===== config.mk =====
export PLATFORM = sky130hd
export DESIGN_NAME = mem_access_guard
export DESIGN_NICKNAME = d
export VERILOG_FILES = /design/src/rtl/mag_pkg.sv /design/src/rtl/mag_align.sv /design/src/rtl/mag_lanes.sv /design/src/rtl/mag_seq.sv /design/src/rtl/mem_access_guard.sv
export SDC_FILE = /design/constraint.sdc
export NUM_CORES = 1
export LEC_CHECK = 0
export BUFFER_PORTS_ARGS = -buffer_cell sky130_fd_sc_hd__buf_4
export CORE_MARGIN = 3
export CORE_UTILIZATION = 45
export CTS_BUF_LIST = sky130_fd_sc_hd__clkbuf_4 sky130_fd_sc_hd__clkbuf_8 sky130_fd_sc_hd__clkbuf_16
export DETAILED_ROUTE_END_ITERATION = 6
export PLACE_DENSITY = 0.7
export SLEW_MARGIN = 5
export SYNTH_ARGS = -nofsm -noshare
export SYNTH_HDL_FRONTEND = slang
export SYNTH_SLANG_ARGS = --single-unit

===== constraint.sdc =====
create_clock -name clk -period 2.15 [get_ports clk]
set_input_delay 0.1075 -clock clk [delete_from_list [all_inputs] [get_ports clk]]
set_output_delay 0.1075 -clock clk [all_outputs]
set_load 0.05 [all_outputs]

===== src/rtl/mag_pkg.sv =====
package mag_pkg;
   typedef enum logic {
      SEQ_IDLE = 1'b0,
      SEQ_WAIT = 1'b1
   } seq_state_e;

   typedef struct packed {
      logic ld_misal;
      logic st_misal;
      logic ld_fault;
      logic st_fault;
   } exc_vec_t;

   localparam logic [1:0] SZ_BYTE = 2'd0;
   localparam logic [1:0] SZ_HALF = 2'd1;
endpackage


===== src/rtl/mag_align.sv =====
module mag_align #(
   parameter int LANE_BITS = 2
) (
   input  logic [1:0]             size,
   input  logic [LANE_BITS-1:0]   off,
   output logic                   misal,
   output logic [(1<<LANE_BITS)-1:0] be
);
   localparam int NLANE = 1 << LANE_BITS;
   localparam int SUM_W = LANE_BITS + 2;

   logic [SUM_W-1:0] span_lo;
   logic [SUM_W-1:0] span_hi;
   logic [SUM_W-1:0] nbytes;

   // word uses size[1]; halfword is code 1
   assign misal = (size == mag_pkg::SZ_HALF && off[0]) ||
                  (size[1] && off[1:0] != 2'b00);

   assign nbytes  = size[1] ? SUM_W'(4) : (size[0] ? SUM_W'(2) : SUM_W'(1));
   assign span_lo = SUM_W'(off);
   assign span_hi = span_lo + nbytes;

   for (genvar i = 0; i < NLANE; i++) begin : g_be
      assign be[i] = (SUM_W'(i) >= span_lo) && (SUM_W'(i) < span_hi);
   end
endmodule


===== src/rtl/mag_lanes.sv =====
module mag_lanes #(
   parameter int DATA_W    = 32,
   parameter int XLEN      = 32,
   parameter int LANE_BITS = 2
) (
   input  logic [1:0]           st_size,
   input  logic [XLEN-1:0]      st_data,
   output logic [DATA_W-1:0]    st_lanes,
   input  logic [1:0]           ld_size,
   input  logic                 ld_uns,
   input  logic [LANE_BITS-1:0] ld_off,
   input  logic [DATA_W-1:0]    ld_rdata,
   output logic [XLEN-1:0]      ld_value
);
   localparam int NLANE = DATA_W / 8;

   for (genvar i = 0; i < NLANE; i++) begin : g_st
      assign st_lanes[8*i +: 8] = st_size[1] ? st_data[8*(i%4) +: 8] :
                                  st_size[0] ? st_data[8*(i%2) +: 8] :
                                               st_data[7:0];
   end

   logic [DATA_W-1:0] shifted;
   assign shifted = ld_rdata >> {ld_off, 3'b000};

   always_comb begin
      if (ld_size[1]) begin
         ld_value = shifted[XLEN-1:0];
      end else if (ld_size[0]) begin
         ld_value = {{(XLEN-16){~ld_uns & shifted[15]}}, shifted[15:0]};
      end else begin
         ld_value = {{(XLEN-8){~ld_uns & shifted[7]}}, shifted[7:0]};
      end
   end
endmodule


===== src/rtl/mag_seq.sv =====
module mag_seq #(
   parameter int ADDR_W = 32,
   parameter int DATA_W = 32,
   parameter int XLEN   = 32
) (
   input  logic                  clk,
   input  logic                  rst_n,
   input  logic                  req_valid,
   input  logic                  req_store,
   input  logic [1:0]            req_size,
   input  logic                  req_unsigned,
   input  logic [ADDR_W-1:0]     req_addr,
   input  logic                  req_prot_fault,
   input  logic                  misal,
   input  logic [DATA_W/8-1:0]   be_in,
   input  logic [DATA_W-1:0]     wdata_in,
   input  logic                  bus_ack,
   input  logic                  bus_err,
   input  logic [XLEN-1:0]       ld_value,
   output logic                  busy,
   output logic                  bus_req,
   output logic                  bus_we,
   output logic [ADDR_W-1:0]     bus_addr,
   output logic [DATA_W/8-1:0]   bus_be,
   output logic [DATA_W-1:0]     bus_wdata,
   output logic [1:0]            held_size,
   output logic                  held_uns,
   output logic                  done,
   output logic                  rd_we,
   output logic [XLEN-1:0]       ld_data,
   output mag_pkg::exc_vec_t     exc,
   output logic [ADDR_W-1:0]     trap_val
);
   import mag_pkg::*;

   seq_state_e state;
   logic       reject;

   assign reject = misal | req_prot_fault;
   assign busy   = (state == SEQ_WAIT);

   always_ff @(posedge clk or negedge rst_n) begin
      if (!rst_n) begin
         state     <= SEQ_IDLE;
         bus_req   <= 1'b0;
         bus_we    <= 1'b0;
         bus_addr  <= '0;
         bus_be    <= '0;
         bus_wdata <= '0;
         held_size <= '0;
         held_uns  <= 1'b0;
         done      <= 1'b0;
         rd_we     <= 1'b0;
         ld_data   <= '0;
         exc       <= '0;
         trap_val  <= '0;
      end else begin
         bus_req <= 1'b0;
         done    <= 1'b0;
         rd_we   <= 1'b0;
         exc     <= '0;
         case (state)
            SEQ_IDLE: begin
               if (req_valid) begin
                  if (reject) begin
                     done         <= 1'b1;
                     trap_val     <= req_addr;
                     exc.ld_misal <= misal & ~req_store;
                     exc.st_misal <= misal &  req_store;
                     exc.ld_fault <= ~misal & ~req_store;
                     exc.st_fault <= ~misal &  req_store;
                  end else begin
                     state     <= SEQ_WAIT;
                     bus_req   <= 1'b1;
                     bus_we    <= req_store;
                     bus_addr  <= req_addr;
                     bus_be    <= be_in;
                     bus_wdata <= wdata_in;
                     held_size <= req_size;
                     held_uns  <= req_unsigned;
                  end
               end
            end
            SEQ_WAIT: begin
               if (bus_ack || bus_err) begin
                  state <= SEQ_IDLE;
                  done  <= 1'b1;
                  if (bus_err) begin
                     exc.ld_fault <= ~bus_we;
                     exc.st_fault <=  bus_we;
                     trap_val     <= bus_addr;
                  end else if (!bus_we) begin
                     rd_we   <= 1'b1;
                     ld_data <= ld_value;
                  end
               end
            end
            default: state <= SEQ_IDLE;
         endcase
      end
   end
endmodule


===== src/rtl/mem_access_guard.sv =====
module mem_access_guard #(
   parameter int ADDR_W = 32,
   parameter int DATA_W = 32
) (
   input  logic                clk,
   input  logic                rst_n,
   input  logic                req_valid,
   input  logic                req_store,
   input  logic [1:0]          req_size,
   input  logic                req_unsigned,
   input  logic [ADDR_W-1:0]   req_addr,
   input  logic [31:0]         req_wdata,
   input  logic                req_prot_fault,
   output logic                busy,
   output logic                bus_req,
   output logic                bus_we,
   output logic [ADDR_W-1:0]   bus_addr,
   output logic [DATA_W/8-1:0] bus_be,
   output logic [DATA_W-1:0]   bus_wdata,
   input  logic [DATA_W-1:0]   bus_rdata,
   input  logic                bus_ack,
   input  logic                bus_err,
   output logic                done,
   output logic                rd_we,
   output logic [31:0]         ld_data,
   output logic                exc_ld_misal,
   output logic                exc_st_misal,
   output logic                exc_ld_fault,
   output logic                exc_st_fault,
   output logic [ADDR_W-1:0]   trap_val
);
   localparam int XLEN      = 32;
   localparam int NLANE     = DATA_W / 8;
   localparam int LANE_BITS = $clog2(NLANE);

   if (DATA_W != 32 && DATA_W != 64) begin : g_bad_width
      $error("mem_access_guard: DATA_W must be 32 or 64");
   end
   if (ADDR_W <= LANE_BITS + 1) begin : g_bad_addr
      $error("mem_access_guard: ADDR_W too small for the lane count");
   end

   logic                 misal;
   logic [NLANE-1:0]     be_req;
   logic [DATA_W-1:0]    wdata_lanes;
   logic [1:0]           held_size;
   logic                 held_uns;
   logic [XLEN-1:0]      ld_value;
   mag_pkg::exc_vec_t    exc;

   mag_align #(.LANE_BITS(LANE_BITS)) u_align (
      .size  (req_size),
      .off   (req_addr[LANE_BITS-1:0]),
      .misal (misal),
      .be    (be_req)
   );

   mag_lanes #(.DATA_W(DATA_W), .XLEN(XLEN), .LANE_BITS(LANE_BITS)) u_lanes (
      .st_size  (req_size),
      .st_data  (req_wdata),
      .st_lanes (wdata_lanes),
      .ld_size  (held_size),
      .ld_uns   (held_uns),
      .ld_off   (bus_addr[LANE_BITS-1:0]),
      .ld_rdata (bus_rdata),
      .ld_value (ld_value)
   );

   mag_seq #(.ADDR_W(ADDR_W), .DATA_W(DATA_W), .XLEN(XLEN)) u_seq (
      .clk            (clk),
      .rst_n          (rst_n),
      .req_valid      (req_valid),
      .req_store      (req_store),
      .req_size       (req_size),
      .req_unsigned   (req_unsigned),
      .req_addr       (req_addr),
      .req_prot_fault (req_prot_fault),
      .misal          (misal),
      .be_in          (be_req),
      .wdata_in       (wdata_lanes),
      .bus_ack        (bus_ack),
      .bus_err        (bus_err),
      .ld_value       (ld_value),
      .busy           (busy),
      .bus_req        (bus_req),
      .bus_we         (bus_we),
      .bus_addr       (bus_addr),
      .bus_be         (bus_be),
      .bus_wdata      (bus_wdata),
      .held_size      (held_size),
      .held_uns       (held_uns),
      .done           (done),
      .rd_we          (rd_we),
      .ld_data        (ld_data),
      .exc            (exc),
      .trap_val       (trap_val)
   );

   assign exc_ld_misal = exc.ld_misal;
   assign exc_st_misal = exc.st_misal;
   assign exc_ld_fault = exc.ld_fault;
   assign exc_st_fault = exc.st_fault;
endmodule


Yosys cells after proc, flatten, opt, wreduce, memory -nomap -nowiden

Cells that the tools add are included.

Register bits: 144
Input port bits: 106
Word-level logic and storage cells: 89

Add/sub/neg operators: 1
Order comparisons: 8
Equal/unequal tests: 5
Shifts and indexed selects: 1
Mux-type cells: 32
Bitwise logic cells: 14
Reduce and logical (&&, ||, !) cells: 12

Operators with widths:

| cell                                                | number |
|---|---|
| 2-to-1 mux 32 bit                                   | 6 |
| case mux 32 bit (2 select lines)                    | 1 |
| 2-to-1 mux 8 bit                                    | 4 |
| right shift 32 x 5 -> 32 bit                        | 1 |
| 2-to-1 mux 4 bit                                    | 3 |
| 2-to-1 mux 1 bit                                    | 11 |
| < comparator 1 x 4 -> 1 bit, first input constant   | 2 |
| < comparator 2 x 4 -> 1 bit, first input constant   | 2 |
| 2-to-1 mux 2 bit                                    | 4 |
| AND reduction 4 bit                                 | 2 |
| NOT 1 bit                                           | 7 |
| AND 1 bit                                           | 6 |
| logical AND 1 bit                                   | 6 |
| != test 2 bit, second input constant                | 3 |
| adder 2 x 4 -> 4 bit                                | 1 |
| >= comparator 1 x 2 -> 1 bit, first input constant  | 2 |
| >= comparator 2 bit, first input constant           | 2 |
| case mux 1 bit (2 select lines)                     | 2 |
| case mux 2 bit (2 select lines)                     | 1 |
| AND reduction 3 bit                                 | 1 |
| equality test 2 x 1 -> 1 bit, second input constant | 1 |
| logical OR 1 bit                                    | 2 |
| != test 2 x 1 -> 1 bit, second input constant       | 1 |
| nonzero test 2 bit                                  | 1 |
| OR 1 bit                                            | 1 |

Logic depth before layout (Yosys ltp)

Depth after elaboration: 8
Gate-level depth with buffers: 9

Modules after synthesis

Synthesis repeated with hierarchy kept, for this count alone.

Cells, all modules: 522
Area, all modules: 7054.3 um^2

By module, submodules not included:

| module    | instances | cells an instance | area an instance (um^2) | sequential area each (um^2) |
|---|---|---|---|---|
| mag_seq   | 1         | 347               | 5735.5                  | 3603.5 |
| mag_lanes | 1         | 156               | 1182.4                  | 0.0 |
| mag_align | 1         | 19                | 136.4                   | 0.0 |

Worst setup path after synthesis

OpenSTA, ideal clock, no wires.

Path type: input -> register
Start: input port req_size[1]
End: register u_seq.bus_be[3]
Library setup time: 0.125 ns
Data arrival time: 1.911 ns
Data required time: 2.025 ns
Setup slack: 0.114 ns
Cell stages on the path: 8
Path through: clkbuf_1 > nor2_2 > ha_1 > inv_1 > fa_1 > a211oi_1 > mux2i_1 > mux2_2

Word-level cells in the longest chain between the ends: 6
Elaborated cells between the ends (all ways): 11
Those cells by class: add/sub: 1; order compare: 1; eq/ne: 1; mux: 1; bitwise: 2; reduce/logical: 5

RTL lines:

| what                                                                         | line                  | RTL |
|---|---|---|
| start: declaration                                                           | mem_access_guard.sv:9 | `input logic [1:0] req_size,` |
| parallel branches: the longest is 6 deep, another holds adder 2 x 4 -> 4 bit | n/a                   |  |
| end signal: assignment                                                       | mag_seq.sv:77         | `bus_be <= be_in;` |
| end: declaration                                                             | mag_seq.sv:24         | `output logic [DATA_W/8-1:0] bus_be,` |

Several ways; the timed one is not identified.
A chain may end at the register's enable or synchronous reset.

Final worst setup path

Start: register u_seq.bus_addr[1]
End: register u_seq.ld_data[19]

Word-level cells in the longest chain between the ends: 4
Elaborated cells between the ends (all ways): 5
Those cells by class: shift: 1; mux: 2; bitwise: 2

RTL lines:

| what                           | line                             | RTL |
|---|---|---|
| start: declaration             | mag_seq.sv:23                    | `output logic [ADDR_W-1:0] bus_addr,` |
| start signal: assignment       | mag_seq.sv:76                    | `bus_addr <= req_addr;` |
| right shift 32 x 5 -> 32 bit * | mag_lanes.sv:24                  | `assign shifted = ld_rdata >> {ld_off, 3'b000};` |
| AND 1 bit (on tied branches)   | mag_lanes.sv:32, mag_lanes.sv:30 |  |
| 2-to-1 mux 32 bit              | mag_lanes.sv:29                  | `end else if (ld_size[0]) begin` |
| 2-to-1 mux 32 bit *            | mag_lanes.sv:27                  | `if (ld_size[1]) begin` |
| end signal: assignment         | mag_seq.sv:94                    | `ld_data <= ld_value;` |
| end: declaration               | mag_seq.sv:30                    | `output logic [XLEN-1:0] ld_data,` |

Every way passes the cells marked *; elsewhere a longest branch is shown, timed or not.

==> flow_metrics.py <==
metrics = {
    "status": {
        "status": "finished clean",
    },
    "drt": {
        "drt_iter0_drc": 377,
        "wl_met3_um": 1460,
        "top_layer": "met4",
        "drcViolationCount": 0,
        "routed-wl-met2_um": 9920,
        "wl_met1_um": 7810,
        "dr.pass1.iters": 5,
        "wl_per_cell_um": 17.9,
        "via_per_inst": 5.31,
        "wl_um": 19800,
        "antenna_left": 0,
        "vias": 5869,
    },
    "worst_setup_path": {
        "critPathArrivalTime_ps": 2110,
        "slowest_stage": "dfrtp_1",
        "start_kind": "flip-flop",
        "cp_top_family": "compound AO/OA/AOI/OAI gates",
        "r2r-start": "u_seq.bus_addr[1]",
        "endpoint_kind": "flip-flop",
        "criticalPathCategory": "reg2reg",
        "path_buf_inv": 0,
        "crit_start": "u_seq.bus_addr[1]",
        "regToRegSetupSlack_ps": 320,
        "cp_cell_sequence": "mux2_2, a21oi_1, a2111o_1, nand3_1",
        "cp_max_fo": 10,
        "slowest_delay_ps": 520,
        "worstPathRequired_ps": 2430,
    },
    "logic_synthesis": {
        "synthTopCellsByArea": "dfrtp_1, mux2i_1, mux2_2",
        "yosysMostFrequentCell": "dfrtp_1",
        "synth-seq-cells": 144,
        "synthArstFlopShare": 1.00,
        "yosys.area.top_type": "dfrtp_1",
        "avgSynthCellArea_sq_um": 11.0,
        "ys_types": 43,
        "synthFlopType": "dfrtp_1",
        "synth.yosys.warnings": 0,
        "seq_area_frac_synth": 0.545,
        "synthesis.nets": 709,
        "yosysTopAreaCellShare": 0.545,
        "synth-edff-count": 0,
        "synth_common_cells": "dfrtp_1, mux2i_1, nor2_1",
        "syn_area_sq_um": 6610,
        "synthCells": 600,
    },
    "floorplan": {
        "die_h_um": 127,
        "io_pins": 247,
        "coreArea_sq_um": 14100,
        "die_w_um": 127,
        "rows": 43,
        "die_area_sq_um": 16200,
        "start_util": 0.467,
    },
    "power_and_ir_drop": {
        "power_density_nw_per_um2": 1200,
        "power.leakage_nw": 4.75,
        "ir_drop_uv": 726,
    },
    "timing": {
        "fin_skew_ps": 7.99,
        "fin_crit_ps": 1830,
        "finalSetupTns_ps": 0,
        "worstMarginPinSlew_ps": 538,
        "relSlewSlack": 0.641,
        "setup-violations-final": 0,
        "min_period_over_period": 0.851,
        "rsz0062_at_grt": "no",
        "finalMaxSlewViolations": 0,
        "hold_viol": 0,
        "finalWorstSetupSlack_ps": 320,
        "fmax_ghz": 0.547,
    },
    "clock_network": {
        "cts-root-buf": "clkbuf_16",
        "htree_num_levels": 4,
        "worstSkewPairLatency_ps": 420,
        "numCtsBuffers": 17,
        "cts_buffer_depth": 2,
        "post_cts_buffers": 0,
        "cts_tree": "built",
        "clk_pin_slew_worst_paths_ps": 60,
        "cts_sinks": 144,
    },
    "place": {
        "dp_worst_setup_slack_ps": 319,
        "placed_cells": 1002,
        "dpl-instance-area_sq_um": 8690,
        "gp_congestion": 0.872,
        "portBuffers": 246,
        "dp_hpwl_um": 13700,
    },
    "finish": {
        "nNetsFinal": 1022,
        "area_growth_pct": 50.4,
        "fillers": 1030,
        "final_cell_area_sq_um": 9950,
        "antenna_cells": 0,
        "final_cells": 1105,
        "drive_above_1_share": 0.383,
    },
    "job": {
        "drv_cap": 0,
    },
    "grt": {
        "grt_max_degree": 74,
        "grt_pass1_vias": 6248,
        "grt_pass1_wl_um": 31700,
        "antenna_found_initial": 0,
        "overflow": 0,
        "grt_use_total": 0.247,
    },
    "hold_path": {
        "hold_class": "in2reg",
        "worstHoldStart": "req_wdata[22]",
    },
}
==> cells in the final DEF, fill, tap and decap left out, drive strengths merged, types with 2 or more instances in the layout <==
| cell type | netlist | final |
|---|---|---|
| buf | 24 | 261 |
| dfrtp | 144 | 144 |
| mux2i | 73 | 73 |
| dlygate4sd3 | 0 | 72 |
| nor2 | 65 | 65 |
| a21oi | 57 | 57 |
| nand2 | 52 | 52 |
| mux2 | 52 | 52 |
| o21ai | 48 | 48 |
| clkbuf | 15 | 22 |
| nand3 | 16 | 16 |
| a221o | 9 | 9 |
| and2 | 8 | 8 |
| inv | 7 | 8 |
| clkinv | 0 | 6 |
| nor2b | 5 | 5 |
| nor3 | 2 | 2 |
| ha | 2 | 2 |
| clkinvlp | 0 | 2 |
| nor3b | 2 | 2 |
==> timing repair <==
action | in CTS | in global routing
gates resized for setup | 0 | 0
setup endpoints to repair | 0 | 0
hold buffers | 72 | 0
endpoints found under the hold margin | 126 | 0
==> layout make-up <==
class,count,area (sq um),share of cell area
clock buffers,22,475,0.0478
multi-input cells,410,2810,0.282
flip-flops and latches,144,3600,0.362
repair buffers,333,2750,0.276
clock inverters,9,61.3,0.00616
inverters,7,26.3,0.00264
well taps,180,225,0.0226
==> logic make-up after synthesis <==
group | after synthesis | synth area share
AND/OR/NAND/NOR | 158 | 0.106
AO/OA/AOI/OAI | 123 | 0.110
buffers and inverters | 46 | 0.0320
flip-flops | 144 | 0.545
adder cells (fa/ha/maj) | 3 | 0.00681
XOR/XNOR | 1 | 0.00132
multiplexers | 125 | 0.199
==> worst min-delay path, stage by stage <==
cell and delay [ps]:
buf_4 80, mux2i_1 60, o21ai_0 140
==> through the flow <==
stage	hold WS (ps)	util	total power [mW]
3_3_place_gp	69.2	0.614	9.11
4_1_cts	4.18	0.703	12.0
3_5_place_dp	76.2	0.614	9.22
6_report	14.3	0.703	12.0
5_1_grt	14.4	0.703	12.5
2_1_floorplan	-188	-	7.40
==> per-layer routing <==
metal  vias up  global-route usage
met5         -                   0
met4         0              0.0991
met3        44              0.0702
met2       226               0.422
met1      2868               0.294
li1       2731                   -
==> final timing paths <==
kind / to / depth (start not counted)
setup / recovery: u_seq.ld_data[19] / 4
hold / removal: u_seq.bus_wdata[22] / 3
setup reg to reg: u_seq.ld_data[19] / 4
hold reg to reg: u_seq.bus_wdata[29] / 2
max in group asynchronous: u_seq.bus_wdata[15] / 3
min in group asynchronous: u_seq.trap_val[16] / 2
==> state kept, by name, indices dropped and copies added, names as in the netlist <==
register and cells:
u_seq.bus_req 1, u_seq.bus_wdata 32, u_seq.rd_we 1, u_seq.held_uns 1, u_seq.bus_we 1, u_seq.held_size 2
u_seq.bus_addr 32, u_seq.trap_val 32, u_seq.busy 1, u_seq.bus_be 4, u_seq.ld_data 32, u_seq.exc 4
u_seq.done 1
==> power breakdown <==
group / internal [mW] / switching, mW / total (mW)
clock: 1.56 / 1.12 / 2.68
sequential: 3.41 / 0.521 / 3.93
combinational: 1.75 / 3.60 / 5.35
total: 6.73 / 5.24 / 12.0
(Power assumes the default switching activity.)
